## src/rtl/phy_lock_seq_pkg.sv

```systemverilog
// Shared types for the PHY power-up lock sequencer.
// Assumes nothing beyond IEEE 1800-2017 enum support.
package phy_lock_seq_pkg;

    typedef enum logic [3:0] {
        ST_IDLE,
        ST_WAIT_LOCK,
        ST_W1_SET,
        ST_W1_STB,
        ST_W1_GAP,
        ST_W2_SET,
        ST_W2_STB,
        ST_W2_GAP,
        ST_WAIT_OUT,
        ST_WAIT_RELOCK,
        ST_DONE,
        ST_FAIL
    } seq_state_t;

    typedef enum logic [1:0] {
        ERR_NONE    = 2'd0,
        ERR_INVALID = 2'd1,
        ERR_TIMEOUT = 2'd2
    } seq_err_t;

    localparam logic [5:0] ADDR_LOCK_STATUS = 6'h10;
    localparam logic [5:0] ADDR_CLK_SCC     = 6'h12;
    localparam logic [3:0] DATA_SEP_RATE    = 4'h8;
    localparam logic [3:0] DATA_PLL_100M    = 4'h8;

endpackage

```

## src/rtl/seq_ms_prescaler.sv

```systemverilog
// Millisecond tick generator.
// Divides clk by CYC_PER_MS; the count restarts on 'clear' so the first
// tick comes CYC_PER_MS cycles after a clear. Assumes CYC_PER_MS >= 2.
module seq_ms_prescaler #(
    parameter int CYC_PER_MS = 50000
) (
    input  logic clk,
    input  logic rst_n,
    input  logic clear,
    output logic ms_tick
);
    localparam int CW = $clog2(CYC_PER_MS);

    logic [CW-1:0] cnt;

    // Cycle counter that wraps once per millisecond.
    always_ff @(posedge clk) begin
        if (!rst_n || clear)
            cnt <= '0;
        else if (cnt == CW'(CYC_PER_MS - 1))
            cnt <= '0;
        else
            cnt <= cnt + 1'b1;
    end

    assign ms_tick = (cnt == CW'(CYC_PER_MS - 1));

endmodule

```

## src/rtl/seq_deadline.sv

```systemverilog
// Shared deadline for all waits of the sequence.
// Counts millisecond ticks from 'clear' and saturates at LIMIT_MS, where
// 'expired' stays high until the next clear.
module seq_deadline #(
    parameter int LIMIT_MS = 1000
) (
    input  logic clk,
    input  logic rst_n,
    input  logic clear,
    input  logic ms_tick,
    output logic expired
);
    localparam int MW = $clog2(LIMIT_MS + 1);

    logic [MW-1:0] ms_cnt;

    // Elapsed milliseconds since the accepted start, saturating.
    always_ff @(posedge clk) begin
        if (!rst_n || clear)
            ms_cnt <= '0;
        else if (ms_tick && !expired)
            ms_cnt <= ms_cnt + 1'b1;
    end

    assign expired = (ms_cnt == MW'(LIMIT_MS));

    AST_DEADLINE_SAT: assert property (@(posedge clk) disable iff (!rst_n)
        ms_cnt <= MW'(LIMIT_MS));

endmodule

```

## src/rtl/seq_poll_timer.sv

```systemverilog
// Poll interval timer.
// Produces 'poll' in the first cycle after 'restart' and then once every
// PERIOD cycles, so a wait samples its flag at once and then periodically.
module seq_poll_timer #(
    parameter int PERIOD = 1000000
) (
    input  logic clk,
    input  logic rst_n,
    input  logic restart,
    output logic poll
);
    localparam int PW = $clog2(PERIOD);

    logic [PW-1:0] cnt;

    // Wrapping counter; zero marks a sampling cycle.
    always_ff @(posedge clk) begin
        if (!rst_n || restart)
            cnt <= '0;
        else if (cnt == PW'(PERIOD - 1))
            cnt <= '0;
        else
            cnt <= cnt + 1'b1;
    end

    assign poll = (cnt == '0);

endmodule

```

## src/rtl/phy_lock_seq.sv

```systemverilog
// PHY power-up lock sequencer (top).
// Releases PHY reset, waits for PLL lock, writes the clock configuration,
// waits for output enable, waits for relock, all under one deadline.
// Assumes pll_locked and out_pending are synchronous to clk.
module phy_lock_seq
    import phy_lock_seq_pkg::*;
#(
    parameter int CLK_HZ     = 50000000,
    parameter int TIMEOUT_MS = 1000,
    parameter int POLL_MS    = 20
) (
    input  logic       clk,
    input  logic       rst_n,
    input  logic       start,
    input  logic       pll_locked,
    input  logic       out_pending,
    output logic       phy_reset,
    output logic [5:0] cfg_addr,
    output logic [3:0] cfg_data,
    output logic       cfg_wr,
    output logic       done,
    output logic       error,
    output logic [1:0] err_code
);
    localparam int CYC_PER_MS = CLK_HZ / 1000;
    localparam int POLL_CYC   = POLL_MS * CYC_PER_MS;

    seq_state_t state, nxt;
    seq_err_t   code_q, code_nxt;
    logic       busy, accept, ms_tick, expired, poll, poll_restart;

    assign busy   = !(state == ST_IDLE || state == ST_DONE || state == ST_FAIL);
    assign accept = start && !busy;

    seq_ms_prescaler #(.CYC_PER_MS(CYC_PER_MS)) u_ms (
        .clk(clk), .rst_n(rst_n), .clear(accept), .ms_tick(ms_tick));

    seq_deadline #(.LIMIT_MS(TIMEOUT_MS)) u_dl (
        .clk(clk), .rst_n(rst_n), .clear(accept), .ms_tick(ms_tick),
        .expired(expired));

    seq_poll_timer #(.PERIOD(POLL_CYC)) u_poll (
        .clk(clk), .rst_n(rst_n), .restart(poll_restart), .poll(poll));

    // Next-state and failure-code selection.
    always_comb begin
        nxt      = state;
        code_nxt = code_q;
        unique case (state)
            ST_IDLE, ST_DONE, ST_FAIL:
                if (start) begin
                    nxt      = ST_WAIT_LOCK;
                    code_nxt = ERR_NONE;
                end
            ST_WAIT_LOCK:
                if (expired) begin
                    nxt      = ST_FAIL;
                    code_nxt = ERR_INVALID;
                end else if (poll && pll_locked) nxt = ST_W1_SET;
            ST_W1_SET: nxt = ST_W1_STB;
            ST_W1_STB: nxt = ST_W1_GAP;
            ST_W1_GAP: nxt = ST_W2_SET;
            ST_W2_SET: nxt = ST_W2_STB;
            ST_W2_STB: nxt = ST_W2_GAP;
            ST_W2_GAP: nxt = ST_WAIT_OUT;
            ST_WAIT_OUT:
                if (expired) begin
                    nxt      = ST_FAIL;
                    code_nxt = ERR_TIMEOUT;
                end else if (poll && !out_pending) nxt = ST_WAIT_RELOCK;
            ST_WAIT_RELOCK:
                if (expired) begin
                    nxt      = ST_FAIL;
                    code_nxt = ERR_INVALID;
                end else if (poll && pll_locked) nxt = ST_DONE;
            default: nxt = ST_IDLE;
        endcase
    end

    // Restart the poll timer whenever a wait state is entered.
    assign poll_restart = (nxt != state) &&
        (nxt == ST_WAIT_LOCK || nxt == ST_WAIT_OUT || nxt == ST_WAIT_RELOCK);

    // State, failure code and registered outputs.
    always_ff @(posedge clk) begin
        if (!rst_n) begin
            state     <= ST_IDLE;
            code_q    <= ERR_NONE;
            phy_reset <= 1'b1;
            cfg_addr  <= '0;
            cfg_data  <= '0;
            cfg_wr    <= 1'b0;
            done      <= 1'b0;
            error     <= 1'b0;
        end else begin
            state     <= nxt;
            code_q    <= code_nxt;
            phy_reset <= (nxt == ST_IDLE || nxt == ST_FAIL);
            cfg_wr    <= (nxt == ST_W1_STB || nxt == ST_W2_STB);
            done      <= (nxt == ST_DONE);
            error     <= (nxt == ST_FAIL);
            if (nxt != state) begin
                unique case (nxt)
                    ST_WAIT_LOCK, ST_WAIT_RELOCK: begin
                        cfg_addr <= ADDR_LOCK_STATUS;
                        cfg_data <= '0;
                    end
                    ST_W1_SET: begin
                        cfg_addr <= ADDR_LOCK_STATUS;
                        cfg_data <= DATA_SEP_RATE;
                    end
                    ST_W2_SET: begin
                        cfg_addr <= ADDR_CLK_SCC;
                        cfg_data <= DATA_PLL_100M;
                    end
                    default: ;
                endcase
            end
        end
    end

    assign err_code = code_q;

    AST_STROBE_ONE_CYCLE: assert property (@(posedge clk) disable iff (!rst_n)
        cfg_wr |=> !cfg_wr);
    AST_STROBE_HELD: assert property (@(posedge clk) disable iff (!rst_n)
        $rose(cfg_wr) |-> ($stable(cfg_addr) && $stable(cfg_data)));
    AST_FAIL_HOLDS_RESET: assert property (@(posedge clk) disable iff (!rst_n)
        error |-> phy_reset);
    AST_DONE_ERR_EXCL: assert property (@(posedge clk) disable iff (!rst_n)
        !(done && error));
    AST_DONE_OUT_OF_RESET: assert property (@(posedge clk) disable iff (!rst_n)
        done |-> !phy_reset);
    AST_ERR_CODE_SET: assert property (@(posedge clk) disable iff (!rst_n)
        $rose(error) |-> (err_code != 2'd0));

endmodule

```

## config.mk

```make
export PLATFORM = sky130hd
export DESIGN_NAME = phy_lock_seq
export DESIGN_NICKNAME = d
export VERILOG_FILES = /design/src/rtl/phy_lock_seq_pkg.sv /design/src/rtl/seq_ms_prescaler.sv /design/src/rtl/seq_deadline.sv /design/src/rtl/seq_poll_timer.sv /design/src/rtl/phy_lock_seq.sv
export SDC_FILE = /design/constraint.sdc
export NUM_CORES = 1
export LEC_CHECK = 0
export BUFFER_PORTS_ARGS = -buffer_cell sky130_fd_sc_hd__buf_2
export CAP_MARGIN = 20
export CELL_PAD_IN_SITES_DETAIL_PLACEMENT = 1
export CELL_PAD_IN_SITES_GLOBAL_PLACEMENT = 1
export CORE_ASPECT_RATIO = 2
export CORE_UTILIZATION = 49
export DETAILED_ROUTE_END_ITERATION = 7
export MAX_ROUTING_LAYER = met4
export PLACE_DENSITY = 0.86
export SYNTH_ARGS = -nofsm -noshare
export SYNTH_HDL_FRONTEND = slang
export SYNTH_SLANG_ARGS = --single-unit
```

## constraint.sdc

```tcl
create_clock -name clk -period 4.01 [get_ports clk]
set_clock_uncertainty 0.15 [all_clocks]
set_input_delay 0.2005 -clock clk [delete_from_list [all_inputs] [get_ports clk]]
set_output_delay 0.2005 -clock clk [all_outputs]
set_load 0.005 [all_outputs]
```

; Yosys cells after proc, flatten, opt, wreduce, memory -nomap -nowiden
; Index checks and enable logic that the tools add are counted.
[word_totals]
register_bits = 66
output_inout_bits = 16
[op_classes]
add_sub_neg = 3
n_eq_ne = 27
n_mux = 14
n_reduce_logical = 32
[ops]
columns = cell, count
row1 = $pmux W4 S10, 1
row2 = $eq A4 B4 Y1 const B, 8
row3 = $mux W4, 7
row4 = $eq A4 B3 Y1 const B, 6
row5 = $add A20 B1 Y20 const B, 1
row6 = $eq A20 B20 Y1 const B, 1
row7 = $logic_not A20 Y1, 1
row8 = $add A16 B1 Y16 const B, 1
row9 = $eq A16 B16 Y1 const B, 1
row10 = $eq A4 B2 Y1 const B, 4
row11 = $pmux W6 S2, 1
row12 = $add A10 B1 Y10 const B, 1
row13 = $eq A10 B10 Y1 const B, 1
row14 = $reduce_or A2 Y1, 5
row15 = $eq A4 B1 Y1 const B, 2
row16 = $logic_not A4 Y1, 2
row17 = $logic_or A1 B1 Y1, 8
row18 = $pmux W4 S2, 1
row19 = $mux W2, 3
row20 = $pmux W2 S3, 1
row21 = $reduce_or A3 Y1, 2
row22 = $logic_and A1 B1 Y1, 5
row23 = $ne A2 B1 Y1 const B, 2
row24 = $ne A4 B4 Y1, 1
row25 = 6 further kinds, 10

; Logic depth before layout (Yosys ltp)
[depth]
depth_word = 11
depth_mapped = 10

; Modules after synthesis
; A second synthesis with hierarchy kept.
[hier_totals]
hier_cells = 363
hier_area_um2 = 3224.3
[by_module_without_submodules]
columns = mod, instances, cells_each, area_each_um2, seq_area_each_um2
row1 = seq_poll_timer, 1, 113, 947.2, 400.4
row2 = phy_lock_seq, 1, 103, 908.4, 260.2
row3 = seq_ms_prescaler, 1, 80, 799.5, 320.3
row4 = seq_deadline, 1, 67, 569.3, 200.2

; Least setup slack after synthesis
; OpenSTA, ideal clock, no wires.
[synth_timing]
kind = flip-flop to flip-flop
from = reg u_poll.cnt[0]
to = reg cfg_data[3]
setup_ps = 121
arrival_time_ps = 2114
path_slack_ps = 1625
path_stages_with_launch = 10
synth_period_minus_slack_ps = 2385
cell_sequence = dfxtp_1 -> inv_1 -> ha_1 -> nor3b_1 -> and4_1 -> a311oi_2 -> o211ai_2 -> or4_1 -> a21boi_1 -> o21ai_1
[synth_via]
elab_chain_cells = 9
word_cells_on_any_way = 20
[synth_lines]
columns = item, line_no
row1 = start: declaration, seq_poll_timer.sv:14  ; logic [PW-1:0] cnt;
row2 = start signal: assignment, seq_poll_timer.sv:23  ; cnt <= cnt + 1'b1;
row3 = $logic_not A20 Y1 *, seq_poll_timer.sv:26  ; assign poll = (cnt == '0);
row4 = "$logic_and A1 B1 Y1, on equally long branches", "phy_lock_seq.sv:59, phy_lock_seq.sv:75, phy_lock_seq.sv:70"
row5 = "$mux W4, on equally long branches", "phy_lock_seq.sv:75, phy_lock_seq.sv:59, phy_lock_seq.sv:70"
row6 = "$mux W4, on equally long branches", "phy_lock_seq.sv:72, phy_lock_seq.sv:56, phy_lock_seq.sv:67"
row7 = $pmux W4 S10 *, phy_lock_seq.sv:49  ; unique case (state)
row8 = $eq A4 B3 Y1 (tied with other cells), phy_lock_seq.sv:103  ; unique case (nxt)
row9 = $reduce_or A2 Y1 (no source line), -
row10 = $reduce_bool A2 Y1 (no source line), -
row11 = $reduce_and A2 Y1 (no source line), -
row12 = end signal: assignment, phy_lock_seq.sv:106  ; cfg_data <= '0;
row13 = end signal: assignment, phy_lock_seq.sv:110  ; cfg_data <= DATA_SEP_RATE;
row14 = end signal: assignment, phy_lock_seq.sv:114  ; cfg_data <= DATA_PLL_100M;
row15 = end: declaration, phy_lock_seq.sv:19  ; output logic [3:0] cfg_data,
; Every way passes the cells marked *; elsewhere a longest branch is shown, timed or not. The select of a mux whose other input is x is not followed.
; A chain may end at the register's enable or synchronous reset.

; Worst setup path in the final report
[layout_timing]
from = reg state[0]
to = reg u_poll.cnt[13]
[layout_via]
elab_chain_cells = 9
word_cells_on_any_way = 30
[layout_lines]
columns = item, line_no
row1 = start: declaration, phy_lock_seq.sv:28  ; seq_state_t state, nxt;
row2 = start signal: assignment, phy_lock_seq.sv:96  ; state <= nxt;
row3 = $eq A4 B4 Y1 (tied with other cells), phy_lock_seq.sv:49
row4 = $reduce_or A3 Y1 (tied with other cells), phy_lock_seq.sv:49
row5 = $pmux W4 S10, phy_lock_seq.sv:49
row6 = $eq A4 B1 Y1 / $eq A4 B4 Y1 (equally long branches), phy_lock_seq.sv:82  ; (nxt == ST_WAIT_LOCK || nxt == ST_WAIT_OUT || nxt == ST_WAIT_RELOCK);
row7 = $logic_or A1 B1 Y1 (2 in series), phy_lock_seq.sv:82
row8 = $logic_and A1 B1 Y1 *, phy_lock_seq.sv:81  ; assign poll_restart = (nxt != state) &&
row9 = $logic_or A1 B1 Y1 *, seq_poll_timer.sv:18  ; if (!rst_n || restart)
row10 = $reduce_or A2 Y1 (no source line) *, -
; Every way passes the cells marked *; elsewhere a longest branch is shown, timed or not.

==> impl_metrics.ini <==
[run_status]
status = finished with violations
failed_checks = DRC

[global_routing]
grt_pass1_wl_mm = 11.8
first_global_vias = 2541
overflow = 0
antenna_found_initial = 0
track_usage_pct = 24.8
grt_max_degree = 21

[sta]
finalCriticalPeriod_ns = 2.78
slew_headroom_pct = 30.7
finalMaxSlewViolations = 0
tns_ns = 0
hold_viol = 0
whs_ns = 0.0659
worstMarginPinSlew_ns = 1.03
setup_viol = 0
post-route-period-util_pct = 69.4
rsz0062_at_grt = no
fmax_mhz = 359

[layout]
stdcell_count = 416
drive_gt1_share_pct = 15.5
area_growth_pct = 10.6
antenna_cells = 0
n_fill_cell = 680
finalCoreUtilization_pct = 56.8
mostFrequentLayoutCells = dfxtp_1 (59), nor2_1 (36), nand2_1 (31)
fin_area_um2 = 3270
layout_commonest_cell = dfxtp_1
layout.nets = 363

[logic_synthesis]
synth_area_leaders = dfxtp_1 (40%), xor2_1 (5.9%), xnor2_1 (5.0%)
yosysTopAreaCellShare_pct = 39.9
synth_edf_count = 0
synth_cells = 339
synth_seq_cells = 59
synth_cell_types = 59
syn_area_um2 = 2960
yosysSeqAreaShare_pct = 39.9
yosysWarnings = 0
async_flop_share_pct = 0
synth-main-ff-cell = dfxtp_1
synth_largest_area_cell = dfxtp_1
avgSynthCellArea_um2 = 8.73

[place]
dpl_cell_area_um2 = 3020
hpwl_mm = 4.88
gp_congestion = 0.869
dp.cells = 403
io_buffers = 13

[routing]
drc = 2
drt_iter0_drc = 108
drt-pass1-iter-count = 7
ant_nets = 0
vias = 2412
wl_per_cell_um = 16.5
via_per_inst = 5.80
drt_wl_total_mm = 6.85

[worst_setup_path]
cp_data_arrival_time_ns = 2.84
worstPathRequired_ns = 4.07
crit_fanout = 20
path_class = flip-flop to flip-flop
rr_startpoint = state[0]
crit_path_end_kind = flip-flop
cp-start-kind = flip-flop
startpoint = state[0]

[min_path]
holdCritPathClass = primary input to flip-flop
holdCritStartpoint = rst_n

[power_and_ir_drop]
pwr-share-seq_pct = 43.1
pwr_density_cell_nw_per_um2 = 445
clkPwrFrac_pct = 45.5
pwr-share-comb_pct = 11.4
leakagePower_nw = 1.21
intPower_mw = 1.09
peakVddDrop_v = 0.000248
switching_share_pct = 24.9
p_sw_mw = 0.362

[floorplan]
fp.coreArea_um2 = 5760
initial_core_util_pct = 51.4
pin_count = 21
fp-row-count = 39
die_y_um = 112
die_w_um = 57.0
die_area_um2 = 6370

[job]
drv_cap = 0

[cts]
clock_sinks = 59
clk_pin_slew_worst_paths_ns = 0.05
cts.repair.resized = 0
htreeDepth = 3
worstSkewPairLatency_ns = 0.33
clockRootBuffer = clkbuf_16
cts_inserted_buffers = 9
post_cts_buffers = 0
cts_tree = done
ctsHoldBuffers = 0
clockBufferDepth = 2
## registers in the layout, summed over array words and instances, names as in the netlist
register     cells
done             1
phy_reset        1
u_dl.ms_cnt     10
u_poll.cnt      20
state            4
cfg_addr         2
cfg_data         1
err_code         2
error            1
u_ms.cnt        16
cfg_wr           1
## cell type report
type	count	area, um^2	area share [%]
clock buffers	13	250	7.65
inverters	12	45.0	1.38
multi-input cells	257	1650	50.3
flip-flops and latches	59	1180	36.1
well taps	61	76.3	2.33
repair buffers	14	72.6	2.22
## through the flow
| stage | setup WS (ns) | power (mW) |
|---|---|---|
| detailed placement | 1.25 | 0.804 |
| global route | 1.05 | 1.51 |
| CTS | 1.22 | 1.47 |
| finish | 1.23 | 1.46 |
| floorplan | 1.63 | 0.771 |
| global placement | 1.31 | 0.797 |
## critical path: stages (launching register included)
cell and delay, ns:
dfxtp_1 0.58, inv_1 0.20, nor3_2 0.46, nand4_1 0.16, o311ai_0 0.31, or2_1 0.23
a41o_1 0.17, buf_4 0.31, nor2_2 0.07
## power by group through the flow
stage          sequential (mW)  clock [mW]  combinational (mW)
6_report                 0.628       0.663               0.166
5_1_grt                  0.630       0.697               0.186
4_1_cts                  0.627       0.678               0.168
3_5_place_dp             0.638           0               0.166
3_3_place_gp             0.637           0               0.160
2_1_floorplan            0.629           0               0.141
## layer usage
layer	track usage (%)	wire (um)	share of wire (%)	up-vias
met3	6.16	169	2.5	20
met5	-	0	0	-
met4	11.4	181	2.6	0
met1	23.6	2580	38	1175
met2	45.1	3920	57	32
li1	-	-	-	1185
## cell usage after synthesis, types with 3 or more instances
master / count
or3_1: 6
clkbuf_1: 4
dfxtp_1: 59
xor2_1: 20
nand3_1: 18
nor4_1: 4
nor2b_1: 3
nor2_1: 36
and2_1: 4
nand2_1: 31
nor2_2: 19
o21ai_1: 3
buf_4: 7
a21oi_1: 7
buf_2: 3
inv_1: 12
and3_1: 12
nor3b_1: 3
ha_1: 5
o21ai_0: 12
xnor2_1: 17
nand4_1: 9
## cells by family after synthesis
family | synth area share [%]
and+or+nand+nor | 30.2
DFF | 39.9
AOI/OAI and AO/OA | 10.8
xor gates and xnor gates | 11.0
buffers and inverters | 5.20
adders and majority gates | 2.11
muxes | 0.677
other | 0.127
## final timing paths
check,to,slack [ns],cells past startpoint
max,u_poll.cnt[13],1.23,8
min,phy_reset,0.07,2
max reg2reg,u_poll.cnt[13],1.23,8
min reg2reg,u_ms.cnt[0],0.29,1
Power figures use the tool's default switching activity.
